==> src/rtl/irq_fanin_pkg.sv <==
package irq_fanin_pkg;
  // Register indices (byte offset >> 2); software depends on these values.
  localparam int unsigned IDX_PEND     = 0;
  localparam int unsigned IDX_RAW      = 1;
  localparam int unsigned IDX_EN_SET   = 2;
  localparam int unsigned IDX_EN_CLR   = 3;
  localparam int unsigned IDX_SOFT_SET = 4;
  localparam int unsigned IDX_SOFT_CLR = 5;
  localparam int unsigned IDX_RT_SET   = 8;
  localparam int unsigned IDX_RT_CLR   = 9;

  typedef enum logic [2:0] {
    OP_NONE,
    OP_EN_OR,
    OP_EN_ANDN,
    OP_SOFT_ON,
    OP_SOFT_OFF,
    OP_RT_OR,
    OP_RT_ANDN
  } wr_op_e;
endpackage

==> src/rtl/irq_level_track.sv <==
module irq_level_track #(
  parameter int unsigned NUM_SRC = 32
) (
  input  logic               clk,
  input  logic               rst_n,
  input  logic [NUM_SRC-1:0] irq_in,
  output logic [NUM_SRC-1:0] lvl_q
);
  genvar g;
  generate
    for (g = 0; g < NUM_SRC; g++) begin : g_bit
      always_ff @(posedge clk) begin
        if (!rst_n) lvl_q[g] <= 1'b0;
        else        lvl_q[g] <= irq_in[g];
      end
    end
  endgenerate
endmodule

==> src/rtl/irq_regfile.sv <==
module irq_regfile
  import irq_fanin_pkg::*;
#(
  parameter int unsigned NUM_SRC  = 32,
  parameter int unsigned ADDR_W   = 12,
  parameter int unsigned RT_LO    = 21,
  parameter int unsigned RT_HI    = 30,
  parameter int unsigned SOFT_BIT = 0
) (
  input  logic               clk,
  input  logic               rst_n,
  input  logic [ADDR_W-1:0]  bus_addr,
  input  logic               bus_wr,
  input  logic [NUM_SRC-1:0] bus_wdata,
  input  logic               bus_rd,
  input  logic [NUM_SRC-1:0] lvl_q,
  output logic [NUM_SRC-1:0] mask_q,
  output logic [NUM_SRC-1:0] rt_q,
  output logic [NUM_SRC-1:0] bus_rdata
);
  localparam int unsigned IDX_W = ADDR_W - 2;

  logic [IDX_W-1:0]   idx;
  logic [NUM_SRC-1:0] rt_allow;
  logic [NUM_SRC-1:0] soft_sel;
  wr_op_e             op;
  logic [NUM_SRC-1:0] mask_d, rt_d, rd_d;
  logic               wdata_nz;

  assign idx      = bus_addr[ADDR_W-1:2];
  assign wdata_nz = |bus_wdata;

  genvar g;
  generate
    for (g = 0; g < NUM_SRC; g++) begin : g_allow
      assign rt_allow[g] = (g >= RT_LO) && (g <= RT_HI);
      assign soft_sel[g] = (g == SOFT_BIT);
    end
  endgenerate

  // Write decode
  always_comb begin
    op = OP_NONE;
    if (bus_wr) begin
      if      (idx == IDX_W'(IDX_EN_SET))               op = OP_EN_OR;
      else if (idx == IDX_W'(IDX_EN_CLR))               op = OP_EN_ANDN;
      else if (idx == IDX_W'(IDX_SOFT_SET) && wdata_nz) op = OP_SOFT_ON;
      else if (idx == IDX_W'(IDX_SOFT_CLR) && wdata_nz) op = OP_SOFT_OFF;
      else if (idx == IDX_W'(IDX_RT_SET))               op = OP_RT_OR;
      else if (idx == IDX_W'(IDX_RT_CLR))               op = OP_RT_ANDN;
    end
  end

  always_comb begin
    mask_d = mask_q;
    rt_d   = rt_q;
    unique case (op)
      OP_EN_OR:    mask_d = mask_q | bus_wdata;
      OP_EN_ANDN:  mask_d = mask_q & ~bus_wdata;
      OP_SOFT_ON:  mask_d = mask_q | soft_sel;
      OP_SOFT_OFF: mask_d = mask_q & ~soft_sel;
      OP_RT_OR:    rt_d   = rt_q | (bus_wdata & rt_allow);
      OP_RT_ANDN:  rt_d   = rt_q & ~bus_wdata;
      default: ;
    endcase
  end

  // Read mux
  always_comb begin
    rd_d = '0;
    if      (idx == IDX_W'(IDX_PEND))     rd_d = lvl_q & mask_q;
    else if (idx == IDX_W'(IDX_RAW))      rd_d = lvl_q;
    else if (idx == IDX_W'(IDX_EN_SET))   rd_d = mask_q;
    else if (idx == IDX_W'(IDX_SOFT_SET)) rd_d = lvl_q & soft_sel;
    else if (idx == IDX_W'(IDX_RT_SET))   rd_d = rt_q;
  end

  always_ff @(posedge clk) begin
    if (!rst_n) begin
      mask_q    <= '0;
      rt_q      <= '0;
      bus_rdata <= '0;
    end else begin
      mask_q <= mask_d;
      rt_q   <= rt_d;
      if (bus_rd) bus_rdata <= rd_d;
    end
  end
endmodule

==> src/rtl/irq_route.sv <==
module irq_route #(
  parameter int unsigned NUM_SRC  = 32,
  parameter int unsigned RT_LO    = 21,
  parameter int unsigned RT_HI    = 30,
  parameter int unsigned COMB_BIT = 31
) (
  input  logic               clk,
  input  logic               rst_n,
  input  logic [NUM_SRC-1:0] lvl_q,
  input  logic [NUM_SRC-1:0] mask_q,
  input  logic [NUM_SRC-1:0] rt_q,
  output logic [NUM_SRC-1:0] irq_out
);
  logic [NUM_SRC-1:0] out_d;
  logic               any_pend;

  assign any_pend = |(lvl_q & mask_q);

  genvar g;
  generate
    for (g = 0; g < NUM_SRC; g++) begin : g_out
      if (g == COMB_BIT) begin : g_comb
        assign out_d[g] = any_pend;
      end else if (g >= RT_LO && g <= RT_HI) begin : g_direct
        assign out_d[g] = rt_q[g] & lvl_q[g];
      end else begin : g_tie
        assign out_d[g] = 1'b0;
      end
    end
  endgenerate

  always_ff @(posedge clk) begin
    if (!rst_n) irq_out <= '0;
    else        irq_out <= out_d;
  end
endmodule

==> src/rtl/irq_fanin_ctrl.sv <==
module irq_fanin_ctrl #(
  parameter int unsigned NUM_SRC  = 32,
  parameter int unsigned ADDR_W   = 12,
  parameter int unsigned RT_LO    = 21,
  parameter int unsigned RT_HI    = 30,
  parameter int unsigned COMB_BIT = NUM_SRC - 1
) (
  input  logic               clk,
  input  logic               rst_n,
  input  logic [NUM_SRC-1:0] irq_in,
  input  logic [ADDR_W-1:0]  bus_addr,
  input  logic               bus_wr,
  input  logic [NUM_SRC-1:0] bus_wdata,
  input  logic               bus_rd,
  output logic [NUM_SRC-1:0] bus_rdata,
  output logic [NUM_SRC-1:0] irq_out
);
  logic [NUM_SRC-1:0] lvl_q;
  logic [NUM_SRC-1:0] mask_q;
  logic [NUM_SRC-1:0] rt_q;

  irq_level_track #(.NUM_SRC(NUM_SRC)) u_lvl (
    .clk(clk), .rst_n(rst_n), .irq_in(irq_in), .lvl_q(lvl_q)
  );

  irq_regfile #(
    .NUM_SRC(NUM_SRC), .ADDR_W(ADDR_W), .RT_LO(RT_LO), .RT_HI(RT_HI), .SOFT_BIT(0)
  ) u_regs (
    .clk(clk), .rst_n(rst_n), .bus_addr(bus_addr), .bus_wr(bus_wr),
    .bus_wdata(bus_wdata), .bus_rd(bus_rd), .lvl_q(lvl_q),
    .mask_q(mask_q), .rt_q(rt_q), .bus_rdata(bus_rdata)
  );

  irq_route #(
    .NUM_SRC(NUM_SRC), .RT_LO(RT_LO), .RT_HI(RT_HI), .COMB_BIT(COMB_BIT)
  ) u_route (
    .clk(clk), .rst_n(rst_n), .lvl_q(lvl_q), .mask_q(mask_q),
    .rt_q(rt_q), .irq_out(irq_out)
  );
endmodule

==> config.mk <==
export PLATFORM = sky130hd
export DESIGN_NAME = irq_fanin_ctrl
export DESIGN_NICKNAME = d
export VERILOG_FILES = /design/src/rtl/irq_fanin_pkg.sv /design/src/rtl/irq_level_track.sv /design/src/rtl/irq_regfile.sv /design/src/rtl/irq_route.sv /design/src/rtl/irq_fanin_ctrl.sv
export SDC_FILE = /design/constraint.sdc
export NUM_CORES = 1
export LEC_CHECK = 0
export ABC_AREA = 1
export BUFFER_PORTS_ARGS = -buffer_cell sky130_fd_sc_hd__buf_4
export CAP_MARGIN = 40
export CORE_ASPECT_RATIO = 1.2
export CORE_MARGIN = 2
export CORE_UTILIZATION = 30
export DETAILED_ROUTE_END_ITERATION = 10
export PLACE_DENSITY = 0.55
export SYNTH_ARGS = -nofsm -noshare
export SYNTH_HDL_FRONTEND = slang
export SYNTH_SLANG_ARGS = --single-unit
==> constraint.sdc <==
create_clock -name clk -period 4.73 [get_ports clk]
set_clock_uncertainty 0.15 [all_clocks]
set_input_delay 0.946 -clock clk [delete_from_list [all_inputs] [get_ports clk]]
set_output_delay 0.946 -clock clk [all_outputs]
set_load 0.1 [all_outputs]
==> metrics, run 1 <==
dominant register cell in the synthesized netlist dfxtp_1; routability congestion estimate from global placement 0.7980; setup violation total in the final timing report 0; number of iterations in the first detailed-routing pass 5; width of the die 137.0 um; level count of the clock H-tree 4; critical path type in2reg; Post-synth EDFFs 0; Post-CTS Setup Bufs 0; post-CTS resize count 0; total placed instance area 7438 um^2; overall fraction of global-route tracks in use 16.81%; final sum of negative setup slack 0 ns; WP data required 4.93 ns; post-synthesis instance area 6366 um^2; Rows 58; list of cells traversed by the critical path buf_4, nor2_1, nand2_1, nor2_1, nand2_1, nor2_2, nor2_1, nor2_2, nand3_2, nand2_1, nand2_1, nand3_1, nand2_1, nor2_1; Congestion Overflow GR 0; normalized max-slew margin 45.89%; cell taking the most area after synthesis dfxtp_1; largest net degree at the start of global routing 59; global-route wire length before repair 28860 um; async set-or-reset flop fraction in the synthesized netlist 0%; most repeated library cell on the critical path nand2_1; number of synthesized register bits 139; Worst Setup Start Kind input pin; measured slew at the worst slew-check pin 0.8097 ns; remaining antenna violation count 0; Power Density 348.0 nW/um^2; Placement Setup Slack 1.139 ns; hold path depth 2; # Max-Cap Violations 0; overall power after layout 2.802 mW; Hold Path Sink u_regs.rt_q[18]; initial antenna violation count 0; TritonCTS clock tree built; Static Leak 3.385 nW; worst flop-to-flop path startpoint u_lvl.lvl_q[13]; DP HPWL 12280 um; vias per cell 4.568; result of the run finished, final reports clean; total wire length 18380 um; endpoint of the most critical register-to-register path u_route.irq_out[31]; Achievable Freq 0.3205 GHz; effective utilization at floorplan 30.46%; clk sink count 139; initial DRC count 353; total via count after detailed routing 5907; relative area change from synthesis to final layout 26.45%; worst ir drop on vdd 0.2228 mV; yosys synthesis warning count 0; Hold Fails Final Rpt 0; Area contributors post-synth dfxtp_1 44%, nand2_1 13%, inv_1 8.4%, a21oi_1 5.9%, nor2_1 4.9%; total number of nets in the final design 1090; post-synthesis cell count 903; capturing element type of the critical path register; Seq/Total Area, Yosys 43.71%; Clock Root Buffer clkbuf_16; DRC violations left 0; setup repair after global routing missed its margin no; Synth cell types 32; count of hold-fix buffers inserted at cts 0; die boundary height 163.6 um; Synth top area share 43.71%; Post-Synthesis Mean Instance Area 7.050 um^2; hold path startpoint u_regs.rt_q[18]; TritonCTS Buffers 17; fraction of the cycle the final worst path needs 65.96%; Inserted Diodes 0; vias in the first global route 5610; DIE AREA 22410 um^2; critical path's slowest cell nand2_1; library cell with the highest instance count after synthesis nand2_1; critical-path maximum fanout 11; count of pins over their slew limit 0; data arrival time of the worst path 3.32 ns; maximum count of clock buffers along a single path 2; post-layout worst setup margin 1.610 ns; design area 8050 um^2; average wire length per cell after detail routing 14.22 um; depth of the worst register-to-register path 4; Worst Hold Class reg2reg; Core Box Area 20900 um^2; filler-free cell count of the finished design 1293; proportion of layout cells with a drive suffix above 1 17.79%; setup slack, reg-to-reg 2.99 ns; final-layout fill cell count 2232; ranking of synthesized cells by instance count 222 x nand2_1, 143 x inv_1, 139 x dfxtp_1; IO buf count 120; Skew-Pair Late Insertion Delay 0.42 ns; time the final worst path needs with I/O delays and setup 3.120 ns; Clock Pin Slew Worst Setup and Hold Paths 0.06 ns; post-placement cell count 1261; maximum single-stage delay on the critical path 0.40 ns; number of top-level pins 144
[cells in the final DEF, fill, tap and decap left out, types with 2 or more instances in the layout]
cell / instances
a211oi_1: 22
a21oi_1: 75
buf_4: 130
buf_6: 2
bufinv_16: 3
clkbuf_16: 17
clkinv_2: 3
clkinv_4: 4
conb_1: 21
dfxtp_1: 139
inv_1: 142
inv_2: 3
inv_6: 4
nand2_1: 222
nand2_2: 4
nand3_1: 21
nand3_2: 2
nand3b_1: 2
nand4_1: 15
nor2_1: 83
nor2_2: 3
nor2_4: 2
nor3_1: 10
nor4_1: 3
o21a_1: 10
o21ai_0: 24
o21ai_1: 18
o221ai_1: 32
[critical path: cells and delay by family]
| family | cells | cell delay, ns |
|---|---|---|
| AND/OR/NAND/NOR | 13 | 2.25 |
| buffers and inverters | 1 | 0.12 |
[logic make-up after synthesis]
logic type             after synthesis  synth area share [%]
and+or+nand+nor                    369                 24.08
buffers and inverters              209                 14.01
other                                1               0.05891
DFF                                139                 43.71
AOI/OAI and AO/OA                  185                 18.14
[where the power goes]
group / switching [mW] / internal [mW]
registers: 0.00807 / 1.19
clock network: 0.547 / 0.840
logic: 0.160 / 0.0613
total: 0.715 / 2.09
[sequential cells by signal, summed over array words and instances (netlist names), named ones only]
| name | cells |
|---|---|
| u_lvl.lvl_q | 32 |
| u_regs.bus_rdata | 32 |
| u_regs.mask_q | 32 |
| u_regs.rt_q | 22 |
| u_route.irq_out | 11 |
[routing by layer]
metal  track usage, %  wire (um)  up-vias
li1                 -          -     3071
met1            19.86       8067     2661
met2            29.81       9091      156
met3            3.724        918       19
met4            5.530        306        0
met5                0          0        -
[per-stage QoR]
stage / util, % / hold slack (ns)
4_1_cts: 38.52 / 0.2988
3_3_place_gp: 35.48 / 0.2846
5_1_grt: 38.52 / 0.3170
3_5_place_dp: 35.59 / 0.2859
6_report: 38.52 / 0.2959
2_1_floorplan: - / 0.2730
[area by class of cell]
type | count | area (um^2) | area share (%)
Multi-Input combinational cell | 575 | 2775 | 34.47
Tap cell | 270 | 337.8 | 4.196
Inverter | 145 | 544.3 | 6.761
Sequential cell | 139 | 2783 | 34.57
Clock buffer | 17 | 425.4 | 5.284
Clock inverter | 15 | 186.4 | 2.316
Timing Repair Buffer | 132 | 998.5 | 12.40
[how the worst max path moves through the flow]
stage	from	endpoint	slack, ns	cells after the start
after detailed placement	bus_wdata[17]	u_regs.mask_q[0]	1.14	14
final	bus_wdata[17]	u_regs.mask_q[0]	1.61	14
after CTS	bus_wdata[17]	u_regs.mask_q[0]	1.54	14
after floorplan	bus_addr[9]	u_regs.mask_q[27]	2.17	13
after global placement	bus_addr[9]	u_regs.bus_rdata[0]	1.10	11
after global routing	bus_wdata[17]	u_regs.mask_q[0]	1.33	14
(Power assumes the default switching activity.)
==> run 2, diff against run 1 <==
Settings changed: PLACE_DENSITY 0.55 to 0.57.
Clock period 4.73 ns to 2.8 ns, I/O delays scaled along.
==> metrics, run 2 (synthesized netlist as in run 1, its figures left out) <==
average wire length per cell after detail routing 14.15 um (-0.45%); level count of the clock H-tree 4 (unchanged); proportion of layout cells with a drive suffix above 1 18.63% (+0.84 points); initial antenna violation count 1 (+1); commonest cells after routing, fill and taps aside 222 x nand2_1, 143 x buf_4, 142 x inv_1, 139 x dfxtp_1, 83 x nor2_1; maximum single-stage delay on the critical path 0.31 ns (-0.09 ns); fraction of the cycle the final worst path needs 82.84%; CP top delay family simple AND/OR/NAND/NOR gates; vias per cell 4.625 (+1.2%); Worst Hold Class in2reg; data arrival time of the worst path 2.50 ns (-0.82 ns); Largest regs u_lvl.lvl_q x32, u_regs.bus_rdata x32, u_regs.mask_q x32; final core occ 38.83% (+0.31 points); number of iterations in the first detailed-routing pass 5 (unchanged); TritonCTS Buffers 17 (unchanged); measured slew at the worst slew-check pin 0.7919 ns (-0.01774 ns); maximum count of clock buffers along a single path 2 (unchanged); total number of nets in the final design 1103 (+1.2%); Static Leak 3.418 nW (+0.98%); number of top-level pins 144 (unchanged); total via count after detailed routing 6045 (+2.3%); count of pins over their slew limit 0 (unchanged); worst ir drop on vdd 0.4041 mV (+81%); critical path's slowest cell nor2_1; routability congestion estimate from global placement 0.8043 (+0.79%); Hold Fails Final Rpt 0 (unchanged); normalized max-slew margin 46.72% (+0.83 points); width of the die 137.0 um (unchanged); count of cell instances traversed by the critical path 13 (-1); result of the run finished, final reports clean; effective utilization at floorplan 30.46% (unchanged); largest net degree at the start of global routing 48 (-19%); critical-path maximum fanout 9 (-2); relative area change from synthesis to final layout 27.48%; most repeated library cell on the critical path nor2_1; IO buf count 120 (unchanged); global-route wire length before repair 29530 um (+2.3%); Congestion Overflow GR 0 (unchanged); depth of the worst register-to-register path 4 (unchanged); Worst Setup Start Kind input pin; Clock Root Buffer clkbuf_16; sequential group share of total power 44.5% (+1.9 points); # Max-Cap Violations 0 (unchanged); post-placement cell count 1274 (+1.0%); setup repair after global routing missed its margin no; Core Box Area 20900 um^2 (unchanged); remaining antenna violation count 0 (unchanged); post-CTS resize count 0 (unchanged); clock group share of total power 47.1% (-2.4 points); switch share 25.82% (+0.31 points); setup violation total in the final timing report 0 (unchanged); Power Density 558.6 nW/um^2 (+61%); filler-free cell count of the finished design 1307 (+1.1%); hold path depth 3 (+1); Worst Path Buf+Inv 2 (+1); critical path type in2reg; Skew-Pair Late Insertion Delay 0.41 ns (about the same); vias in the first global route 5901 (+5.2%); total wire length 18500 um (+0.63%); switching power total 1.170 mW (+64%); overall fraction of global-route tracks in use 17.04% (+0.24 points); DP HPWL 13090 um (+6.6%); clk sink count 139 (unchanged); time the final worst path needs with I/O delays and setup 2.320 ns; list of cells traversed by the critical path buf_4, nor2_1, nand2_1, nor2_1, nand2_1, nor2_2, nor2_1, nor2_1, nand2_1, nor2_1, buf_4, nand3_1, a21oi_1; DRC violations left 0 (unchanged); Pint 3.363 mW (+61%); DIE AREA 22410 um^2 (unchanged); Rows 58 (unchanged); most common library cell in the layout ignoring fill and taps nand2_1; final sum of negative setup slack 0 ns (unchanged); count of hold-fix buffers inserted at cts 0 (unchanged); Post-CTS Setup Bufs 0 (unchanged); part of the total power dissipated in combinational logic 8.3% (+0.4 points); WP data required 2.98 ns (-1.95 ns); capturing element type of the critical path register; die boundary height 163.6 um (unchanged); Achievable Freq 0.4311 GHz; initial DRC count 359 (+1.7%); TritonCTS clock tree built; Clock Pin Slew Worst Setup and Hold Paths 0.06 ns (about the same)
## run 2: changes by cell type in the layout (fill, tap and decap cells not counted), moves of 2 or more
cell / change
buf_4: +13
clkbuf_1: +2
clkinvlp_4: +2
bufinv_16: -2
buf_12: +2
buf_6: -2
## run 2: final timing paths
check	slack [ns]	end	from
setup / recovery	0.48	register	bus_wdata[17]
hold reg to reg	0.30	u_regs.rt_q[19]	u_regs.rt_q[19]
setup reg to reg	1.04	u_route.irq_out[31]	u_regs.mask_q[14]
hold / removal	0.18	u_lvl.lvl_q[1]	irq_in[1]
## run 2: layout make-up
| class | count | area (um^2) |
|---|---|---|
| repair buffers | 145 | 1114 |
| clock inverters | 12 | 112.6 |
| well taps | 270 | 337.8 |
| fillers | 2240 | 12780 |
| inverters | 145 | 544.3 |
| diodes | 1 | 2.502 |
| flip-flops and latches | 139 | 2783 |
| clock buffers | 20 | 446.7 |
| multi-input cells | 575 | 2775 |
## run 2: worst reg2reg max path: cells and delay by family, from the launching register on
| kind | cells | cell delay (ns) |
|---|---|---|
| AO/OA/AOI/OAI | 1 | 0.16 |
| flip-flops | 1 | 0.33 |
| AND/OR/NAND/NOR | 3 | 0.98 |
## run 2: power groups by stage
stage / sequential, mW / combinational (mW) / clock (mW)
2_1_floorplan: 2.06 / 0.249 / 0
3_3_place_gp: 2.06 / 0.378 / 0
3_5_place_dp: 2.06 / 0.381 / 0
4_1_cts: 2.02 / 0.381 / 2.20
5_1_grt: 2.02 / 0.411 / 2.28
6_report: 2.02 / 0.378 / 2.14
## run 2: routing by layer
layer,GRT usage (%),vias to the layer above,wire [um]
met1,20.49,2773,8050
met4,6.795,0,333
li1,-,3093,-
met2,29.29,157,9144
met5,0,-,0
met3,3.724,22,971
## run 2: stage by stage
step	power [mW]	hold WS, ns	setup slack [ns]	cell area (um^2)
finish	4.533	0.1784	0.4803	8115
CTS	4.596	0.1561	0.5064	8113
detailed placement	2.442	0.2872	0.06999	7553
global placement	2.440	0.2858	0.1280	7553
global route	4.715	0.1624	0.3194	8115
floorplan	2.308	0.2730	0.6264	6441
